[config.mk]
export PLATFORM = sky130hd
export DESIGN_NAME = memGrid
export DESIGN_NICKNAME = d
export VERILOG_FILES = /design/src/rtl/memGridPkg.sv /design/src/rtl/memGridDec.sv /design/src/rtl/memGridPath.sv /design/src/rtl/memGridCtrl.sv /design/src/rtl/memGrid.sv
export SDC_FILE = /design/constraint.sdc
export NUM_CORES = 1
export LEC_CHECK = 0
export BUFFER_PORTS_ARGS = -buffer_cell sky130_fd_sc_hd__buf_2
export CAP_MARGIN = 20
export CORE_MARGIN = 2
export CORE_UTILIZATION = 60
export CTS_BUF_LIST = sky130_fd_sc_hd__clkbuf_4 sky130_fd_sc_hd__clkbuf_8 sky130_fd_sc_hd__clkbuf_16
export CTS_CLUSTER_SIZE = 8
export DETAILED_ROUTE_END_ITERATION = 10
export HOLD_SLACK_MARGIN = 0.03
export PLACE_DENSITY = 0.86
export SYNTH_ARGS = -nofsm -noshare
export SYNTH_HDL_FRONTEND = slang
export SYNTH_SLANG_ARGS = --single-unit
export TNS_END_PERCENT = 100
[constraint.sdc]
create_clock -name clk -period 5.1 [get_ports clk]
set_clock_uncertainty 0.2 [all_clocks]
set_input_delay 1.02 -clock clk [delete_from_list [all_inputs] [get_ports clk]]
set_output_delay 1.02 -clock clk [all_outputs]
set_load 0.02 [all_outputs]
[src/rtl/memGridPkg.sv]
package memGridPkg;

  // Per-cycle strobes from the sequencer to the datapath
  typedef struct packed {
    logic loadMar;    // capture address into staging register
    logic loadMdrIn;  // capture store word into data register
    logic latchDec;   // register row/column decoder outputs
    logic clearDec;   // drop all select lines
    logic readCell;   // copy crossing cell into data register
    logic writeCell;  // copy data register into crossing cell
  } gridStb_t;

  typedef enum logic [1:0] {
    ST_IDLE,
    ST_LDMDR,
    ST_DECODE,
    ST_XFER
  } gridState_t;

endpackage

[src/rtl/memGridDec.sv]
module memGridDec #(
  parameter int IN_W = 2,
  localparam int OUT_N = 1 << IN_W
) (
  input  logic [IN_W-1:0]  code,
  output logic [OUT_N-1:0] lines
);

  for (genvar g = 0; g < OUT_N; g++) begin : g_line
    assign lines[g] = (code == IN_W'(g));
  end

endmodule

[src/rtl/memGridPath.sv]
module memGridPath
  import memGridPkg::*;
#(
  parameter int ROW_BITS = 2,
  parameter int COL_BITS = 2,
  parameter int DATA_W   = 16,
  localparam int ADDR_W    = ROW_BITS + COL_BITS,
  localparam int ROWS      = 1 << ROW_BITS,
  localparam int COLS      = 1 << COL_BITS,
  localparam int NUM_CELLS = ROWS * COLS
) (
  input  logic                          clk,
  input  logic                          rstN,
  input  gridStb_t                      stb,
  input  logic [ADDR_W-1:0]             addrIn,
  input  logic [DATA_W-1:0]             dataIn,
  output logic [DATA_W-1:0]             mdrQ,
  output logic [ADDR_W-1:0]             marQ,
  output logic [ROWS-1:0]               rowSelQ,
  output logic [COLS-1:0]               colSelQ,
  output logic [NUM_CELLS-1:0]          crossFlat,
  output logic [NUM_CELLS*DATA_W-1:0]   cellFlat
);

  logic [ROWS-1:0] rowLines;
  logic [COLS-1:0] colLines;
  logic [NUM_CELLS-1:0][DATA_W-1:0] cellArr;
  logic [DATA_W-1:0] rdWord;

  // Address staging register
  always_ff @(posedge clk or negedge rstN) begin
    if (!rstN)            marQ <= '0;
    else if (stb.loadMar) marQ <= addrIn;
  end

  // Separate decoders for the row and column halves of the address
  memGridDec #(.IN_W(ROW_BITS)) i_rowDec (
    .code  (marQ[ADDR_W-1:COL_BITS]),
    .lines (rowLines)
  );

  memGridDec #(.IN_W(COL_BITS)) i_colDec (
    .code  (marQ[COL_BITS-1:0]),
    .lines (colLines)
  );

  // Registered select lines, live only for the transfer step
  always_ff @(posedge clk or negedge rstN) begin
    if (!rstN) begin
      rowSelQ <= '0;
      colSelQ <= '0;
    end else if (stb.latchDec) begin
      rowSelQ <= rowLines;
      colSelQ <= colLines;
    end else if (stb.clearDec) begin
      rowSelQ <= '0;
      colSelQ <= '0;
    end
  end

  // Crosspoint enables, row-major numbering
  for (genvar r = 0; r < ROWS; r++) begin : g_row
    for (genvar c = 0; c < COLS; c++) begin : g_col
      assign crossFlat[r*COLS + c] = rowSelQ[r] & colSelQ[c];
    end
  end

  // Cell array: whole-word writes at the enabled crosspoint only
  always_ff @(posedge clk or negedge rstN) begin
    if (!rstN) begin
      cellArr <= '0;
    end else if (stb.writeCell) begin
      for (int i = 0; i < NUM_CELLS; i++) begin
        if (crossFlat[i]) cellArr[i] <= mdrQ;
      end
    end
  end

  // Read path: AND-OR over the crosspoints
  always_comb begin
    rdWord = '0;
    for (int i = 0; i < NUM_CELLS; i++) begin
      if (crossFlat[i]) rdWord = rdWord | cellArr[i];
    end
  end

  // Data staging register
  always_ff @(posedge clk or negedge rstN) begin
    if (!rstN)              mdrQ <= '0;
    else if (stb.loadMdrIn) mdrQ <= dataIn;
    else if (stb.readCell)  mdrQ <= rdWord;
  end

  assign cellFlat = cellArr;

endmodule

[src/rtl/memGridCtrl.sv]
module memGridCtrl
  import memGridPkg::*;
(
  input  logic     clk,
  input  logic     rstN,
  input  logic     start,
  input  logic     opStore,
  output gridStb_t stb,
  output logic     busy,
  output logic     done
);

  gridState_t state, stateNxt;
  logic opQ;

  always_comb begin
    stb      = '0;
    stateNxt = state;
    unique case (state)
      ST_IDLE: begin
        if (start) begin
          stb.loadMar = 1'b1;
          stateNxt    = opStore ? ST_LDMDR : ST_DECODE;
        end
      end
      ST_LDMDR: begin
        stb.loadMdrIn = 1'b1;
        stateNxt      = ST_DECODE;
      end
      ST_DECODE: begin
        stb.latchDec = 1'b1;
        stateNxt     = ST_XFER;
      end
      ST_XFER: begin
        stb.writeCell = opQ;
        stb.readCell  = ~opQ;
        stb.clearDec  = 1'b1;
        stateNxt      = ST_IDLE;
      end
      default: stateNxt = ST_IDLE;
    endcase
  end

  always_ff @(posedge clk or negedge rstN) begin
    if (!rstN) begin
      state <= ST_IDLE;
      opQ   <= 1'b0;
      done  <= 1'b0;
    end else begin
      state <= stateNxt;
      done  <= (state == ST_XFER);
      if (state == ST_IDLE && start) opQ <= opStore;
    end
  end

  assign busy = (state != ST_IDLE);

endmodule

[src/rtl/memGrid.sv]
module memGrid
  import memGridPkg::*;
#(
  parameter int ROW_BITS = 2,
  parameter int COL_BITS = 2,
  parameter int DATA_W   = 16,
  localparam int ADDR_W    = ROW_BITS + COL_BITS,
  localparam int NUM_CELLS = 1 << ADDR_W
) (
  input  logic              clk,
  input  logic              rstN,
  input  logic              start,
  input  logic              opStore,
  input  logic [ADDR_W-1:0] addrIn,
  input  logic [DATA_W-1:0] dataIn,
  output logic [DATA_W-1:0] mdrOut,
  output logic              done
);

  gridStb_t stb;
  logic busy;
  logic [ADDR_W-1:0] marQ;
  logic [(1<<ROW_BITS)-1:0] rowSelQ;
  logic [(1<<COL_BITS)-1:0] colSelQ;
  logic [NUM_CELLS-1:0] crossFlat;
  logic [NUM_CELLS*DATA_W-1:0] cellFlat;

  memGridCtrl i_ctrl (
    .clk     (clk),
    .rstN    (rstN),
    .start   (start),
    .opStore (opStore),
    .stb     (stb),
    .busy    (busy),
    .done    (done)
  );

  memGridPath #(
    .ROW_BITS (ROW_BITS),
    .COL_BITS (COL_BITS),
    .DATA_W   (DATA_W)
  ) i_path (
    .clk       (clk),
    .rstN      (rstN),
    .stb       (stb),
    .addrIn    (addrIn),
    .dataIn    (dataIn),
    .mdrQ      (mdrOut),
    .marQ      (marQ),
    .rowSelQ   (rowSelQ),
    .colSelQ   (colSelQ),
    .crossFlat (crossFlat),
    .cellFlat  (cellFlat)
  );

endmodule

==> results of run 1 <==
power groups by stage:
| stage | logic (mW) | registers [mW] | clock network (mW) |
|---|---|---|---|
| floorplan | 1.62 | 3.64 | 0 |
| global placement | 1.88 | 3.99 | 0 |
| detailed placement | 1.96 | 4.04 | 0 |
| CTS | 1.98 | 4.03 | 2.34 |
| global route | 2.15 | 4.18 | 2.43 |
| finish | 2.02 | 4.06 | 2.32 |
flip-flops by register name, indices dropped and copies added, names as in the netlist:
name,flops
i_path.rowSelQ,4
i_path.mdrQ,16
i_path.colSelQ,4
i_path.marQ,4
i_ctrl.done,1
i_ctrl.opQ,1
i_ctrl.state,2
i_path.cellFlat,256
layout make-up:
class	count	area [um^2]
clock buffers	44	1050
multi-input cells	547	5100
inverters	16	60.1
well taps	275	344
repair buffers	53	328
fillers	1397	6930
flip-flops and latches	288	7210
Yosys cell counts (6+ instances only):
cell type  number
buf_6          12
mux2_1         12
inv_1          14
dfrtp_1       288
nand3_1        12
clkbuf_1       34
buf_2          21
a222oi_1       28
nor2_1         10
nand2_2         8
a22oi_1        51
nand2_1        21
o22ai_1        21
nand2b_1        6
a221oi_1        7
a21oi_1        27
a22o_1         35
buf_4           9
mux2_2        241
nand3_4         7
mux2_4          7
stage by stage:
step                      setup WS, ns  utilization, %  power [mW]
after floorplan                   3.14               -        5.26
after global placement            2.37            62.0        5.86
after detailed placement          2.18            62.0        6.00
after CTS                         2.16            67.0        8.34
after global routing              2.06            67.0        8.76
final                             2.11            67.0        8.40
worst min path at each step:
| stage | slack, ns | cells past startpoint | to | from |
|---|---|---|---|---|
| floorplan | 0.26 | 1 | i_path.cellFlat[156] | i_path.cellFlat[156] |
| global placement | 0.27 | 1 | i_path.cellFlat[31] | i_path.cellFlat[31] |
| detailed placement | 0.29 | 1 | i_path.cellFlat[156] | i_path.cellFlat[156] |
| CTS | 0.30 | 1 | i_path.cellFlat[31] | i_path.cellFlat[31] |
| global route | 0.31 | 1 | i_path.cellFlat[229] | i_path.cellFlat[229] |
| finish | 0.30 | 1 | i_path.cellFlat[244] | i_path.cellFlat[244] |
routing by layer:
layer	share of wire [%]	vias up
met5	0	-
met4	4.9	0
met3	9.9	128
met2	47	503
met1	39	4464
li1	-	3540
cell usage in the layout (no fill, tap or decap), types with 4 or more instances in the layout:
cell type / instances
dfrtp_1: 283
mux2_2: 241
a22oi_1: 51
clkbuf_16: 41
buf_2: 39
a22o_1: 35
a222oi_1: 28
a21oi_1: 27
nand2_1: 21
o22ai_1: 21
inv_1: 14
mux2_1: 12
nand3_1: 12
buf_4: 11
nor2_1: 10
nand2_2: 8
nand3_4: 7
mux2_4: 7
a221oi_1: 7
nand2b_1: 6
o21ai_0: 5
a31oi_1: 5
ha_1: 5
dfrtp_2: 5
o32ai_1: 4
o221a_2: 4
cell families (layout without fill, tap and decap cells):
family / count (synthesis) / after routing / share of synthesized area, %
buf+inv: 95 / 113 / 4.09
flops: 288 / 288 / 56.2
mux: 262 / 262 / 23.2
simple gates: 77 / 77 / 3.79
fa+ha+maj: 5 / 5 / 0.488
compound gates: 203 / 203 / 12.3
==> impl_metrics.yaml, run 1 <==
clock_tree:
  post_cts_buffers: 0
  cts_tree: "yes"
  clk_pin_slew_worst_paths_ns: 0.05
  cts_max_level: 2
  clock-root-buffer: "clkbuf_16"
  cts_buffers: 41
  clockBufferDepth: 3
  insertion_delay_ns: 0.51
  cts_resized: 0
  cts_hold_buf: 0
  cts_sinks: 288
detailed_routing:
  totalWireLength_um: 33200
  drc_errors: 0
  num_vias: 8635
  drt_iter0_drc: 1057
  vias_per_cell: 7.06
  antenna_left: 0
  drtPass1Iterations: 6
  wl_per_cell_um: 27.1
setup_path:
  crit_fanout: 17
  cp.arrival_ns: 3.21
  worstSetupStartpoint: "i_ctrl.state[1]"
  rr_startpoint: "i_ctrl.state[1]"
  worst-path-buf-inv: 3
  r2r_cells: 7
  max_stage_delay_ns: 0.77
  critPathCapture: "i_path.mdrQ[8]"
  slowest_stage: "clkinv_1"
  cp.depth: 7
  start_kind: "register"
  rrSetupSlack_ns: 2.11
  reg2reg_to: "i_path.mdrQ[8]"
  end_kind: "register"
  cp_top_family: "buffers and inverters"
  worstPathRequired_ns: 5.33
  critical_path_class: "register to register"
  crit_chain: "inv_1, ha_1, clkinv_1, o21ai_2, buf_8, o22ai_1, a31oi_1"
yosys:
  ys_types: 50
  yosys_warnings: 0
  ys.flop_type: "dfrtp_1"
  ys_ff_latch: 288
  synthArstFlopShare_pct: 100
  yosysSeqAreaShare_pct: 56.2
  synth_edf_count: 0
  syn_nets: 959
  synth_area_leader_cell: "dfrtp_1"
  synth_area_per_cell_um2: 13.8
  synthCells: 930
  synth_area_um2: 12800
  ys_top_cells_by_area: "dfrtp_1 56%, mux2_2 21%, a22oi_1 3.0%"
  synth_top_area_share_pct: 56.2
power:
  power.switching_mw: 2.88
  powerDensity_nw_per_um2: 596
  swShare_pct: 34.2
  p_leak_nw: 6.84
  irDropWorstVdd_mv: 0.358
  p_int_mw: 5.52
  clkPwrFrac_pct: 27.6
  seqPwrFrac_pct: 48.3
  comb_power_share_pct: 24.1
layout:
  fin_area_um2: 14100
  drive_above_1_share_pct: 39.5
  area_delta_synth_final_pct: 9.87
  nets: 976
  fin_cells: 1223
  antenna_cells: 0
flow_run:
  cap_viol_max_count: 0
sta:
  grt_setup_unrepaired: "false"
  hold_violations: 0
  drv_slew: 0
  tightest_slew_ns: 0.974
  setup_viol: 0
  relSlewSlack_pct: 35.1
  fmax_mhz: 335
  fin_tns_setup_ns: 0
  holdWs_ns: 0.295
  fin_crit_ns: 2.99
  period_share_pct: 58.5
floorplanning:
  dieArea_um2: 22600
  die_x_um: 150
  die_h_um: 150
  ioPinCount: 41
  coreArea_um2: 21000
  start_util_pct: 61.0
  rows: 53
grt:
  first_global_vias: 8905
  met1_usage_pct: 40.7
  grt_max_degree: 132
  grt.busiest_layer: "met2"
  grt_util_met2_pct: 47.8
  gr-total-overflow: 0
  antenna_found_initial: 0
  grt_usage_pct: 30.6
  use_met3_pct: 6.88
  grt_pass1_wl_um: 51600
place:
  placed_cell_area_um2: 13000
  dp.cells: 1178
  globalplace.congestion: 0.791
  dp_hpwl_um: 17900
  portBuffers: 40
min_path:
  min_path_type: "register to register"
run_status:
  status: "finished clean"
Note: power is estimated with default switching activity, not from simulation.
==> inputs of run 2 (changes only) <==
==> constraint.sdc (replaced) <==
create_clock -name clk -period 2.9 [get_ports clk]
set_clock_uncertainty 0.2 [all_clocks]
set_input_delay 0.58 -clock clk [delete_from_list [all_inputs] [get_ports clk]]
set_output_delay 0.58 -clock clk [all_outputs]
set_load 0.02 [all_outputs]
==> impl_metrics.yaml, run 2 (synthesis gave the netlist of run 1 again) <==
run_status:
  status: "finished clean"
clock_tree:
  clk_pin_slew_worst_paths_ns: 0.05
  clock-root-buffer: "clkbuf_16"
  clockBufferDepth: 3
  cts_buffers: 41
  cts_tree: "yes"
  insertion_delay_ns: 0.52
  cts_hold_buf: 1
  post_cts_buffers: 0
  cts_resized: 0
  cts_max_level: 2
  cts_sinks: 288
layout:
  final_util_pct: 68.3
  n_fill_cell: 1366
  drive_above_1_share_pct: 40.5
  nets: 992
  regArea_um2: 7210
  fin_area_um2: 14300
  area_delta_synth_final_pct: 11.9
  antenna_cells: 0
  mostFrequentLayoutCells: "283 x dfrtp_1, 241 x mux2_2, 51 x a22oi_1, 43 x clkbuf_16, 39 x buf_2"
  largest_register_ffs: 256
  multi_input_area_um2: 5100
  final_common_cell: "dfrtp_1"
detailed_routing:
  num_vias: 8719
  antenna_left: 0
  drc_errors: 0
  drt_iter0_drc: 1018
  vias_per_cell: 7.03
  wl_per_cell_um: 28.0
  totalWireLength_um: 34700
  drtPass1Iterations: 8
grt:
  grt_max_degree: 112
  grt_usage_pct: 32.5
  antenna_found_initial: 0
  gr-total-overflow: 0
  first_global_vias: 9441
  grt_pass1_wl_um: 54800
setup_path:
  max_stage_delay_ns: 0.52
  cp_top_family: "simple AND/OR/NAND/NOR gates"
  crit_chain: "ha_1, buf_4, and3_1, nand2_2, mux2_2"
  slowest_stage: "nand2_2"
  cp.arrival_ns: 2.58
  end_kind: "register"
  crit_fanout: 16
  start_kind: "register"
  critical_path_class: "register to register"
  worstPathRequired_ns: 3.09
  worst-path-buf-inv: 1
floorplanning:
  die_x_um: 150
  die_h_um: 150
  coreArea_um2: 21000
  rows: 53
  ioPinCount: 41
  dieArea_um2: 22600
  start_util_pct: 61.0
sta:
  drv_slew: 0
  period_share_pct: 82.2
  fin_crit_ns: 2.38
  relSlewSlack_pct: 45.3
  fmax_mhz: 419
  grt_setup_unrepaired: "false"
  tightest_slew_ns: 0.820
  fin_tns_setup_ns: 0
  setup_viol: 0
  hold_violations: 0
power:
  seqPwrFrac_pct: 47.0
  p_int_mw: 9.94
  swShare_pct: 34.3
  irDropWorstVdd_mv: 0.647
  power.switching_mw: 5.18
  clkPwrFrac_pct: 28.0
  comb_power_share_pct: 25.0
  p_leak_nw: 6.96
  powerDensity_nw_per_um2: 1050
place:
  placed_cell_area_um2: 13200
  dp_hpwl_um: 18700
  globalplace.congestion: 0.817
  portBuffers: 40
min_path:
  min_path_type: "primary input to register"
flow_run:
  cap_viol_max_count: 0
[run 2: cell count changes in the layout (fill, tap and decap cells not counted), sizes merged]
cell | previous run | this run
buf | 53 | 68
clkbuf | 44 | 45
dlygate4sd3 | 0 | 1
inv | 14 | 15
[run 2: power by group through the flow]
stage	clock network (mW)	registers, mW	logic (mW)
final	4.23	7.11	3.78
after global routing	4.45	7.31	4.04
after CTS	4.25	7.06	3.73
after detailed placement	0	7.05	3.67
after global placement	0	6.95	3.51
after floorplan	0	6.40	2.85
[run 2: path summary, 6_finish.rpt]
kind / from / end / slack [ns] / depth (start not counted)
min in group asynchronous: rstN / i_path.cellFlat[205] / 0.31 / 2
worst min-delay path: addrIn[1] / i_path.marQ[1] / 0.09 / 2
worst max-delay path: i_ctrl.state[0] / i_path.cellFlat[184] / 0.52 / 5
worst max register to register: i_ctrl.state[0] / i_path.cellFlat[184] / 0.52 / 5
max in group asynchronous: rstN / i_path.cellFlat[16] / 1.30 / 3
worst min register to register: i_path.cellFlat[140] / i_path.cellFlat[140] / 0.29 / 1
[run 2: metal layers]
layer	vias up	global-route usage, %	part of all wire [%]
met5	-	0	0
met4	0	17.0	4.9
met3	146	7.70	8.9
met2	516	50.2	48
met1	4489	43.1	38
li1	3568	-	-
[run 2: stage by stage]
stage | instances | power (mW) | hold slack, ns | setup slack, ns
4_1_cts | 1241 | 15.0 | 0.0895 | 0.549
3_3_place_gp | 1194 | 10.5 | 0.255 | 0.619
6_report | 1241 | 15.1 | 0.0910 | 0.515
2_1_floorplan | 930 | 9.25 | 0.0844 | 0.941
3_5_place_dp | 1194 | 10.7 | 0.254 | 0.583
5_1_grt | 1241 | 15.8 | 0.0894 | 0.430
[run 2: area by class of cell]
| type | instances | area share [%] |
|---|---|---|
| clock buffer | 45 | 7.60 |
| clock inverter | 1 | 0.0610 |
| inverter | 16 | 0.419 |
| multi-input combinational | 547 | 35.6 |
| sequential | 288 | 50.3 |
| tap | 275 | 2.40 |
| timing repair buffer | 69 | 3.70 |
[run 2: worst reg2reg max path, stage by stage, from the launching register on]
cell and delay (ns):
dfrtp_1 0.41, ha_1 0.27, buf_4 0.19, and3_1 0.24
nand2_2 0.52, mux2_2 0.42
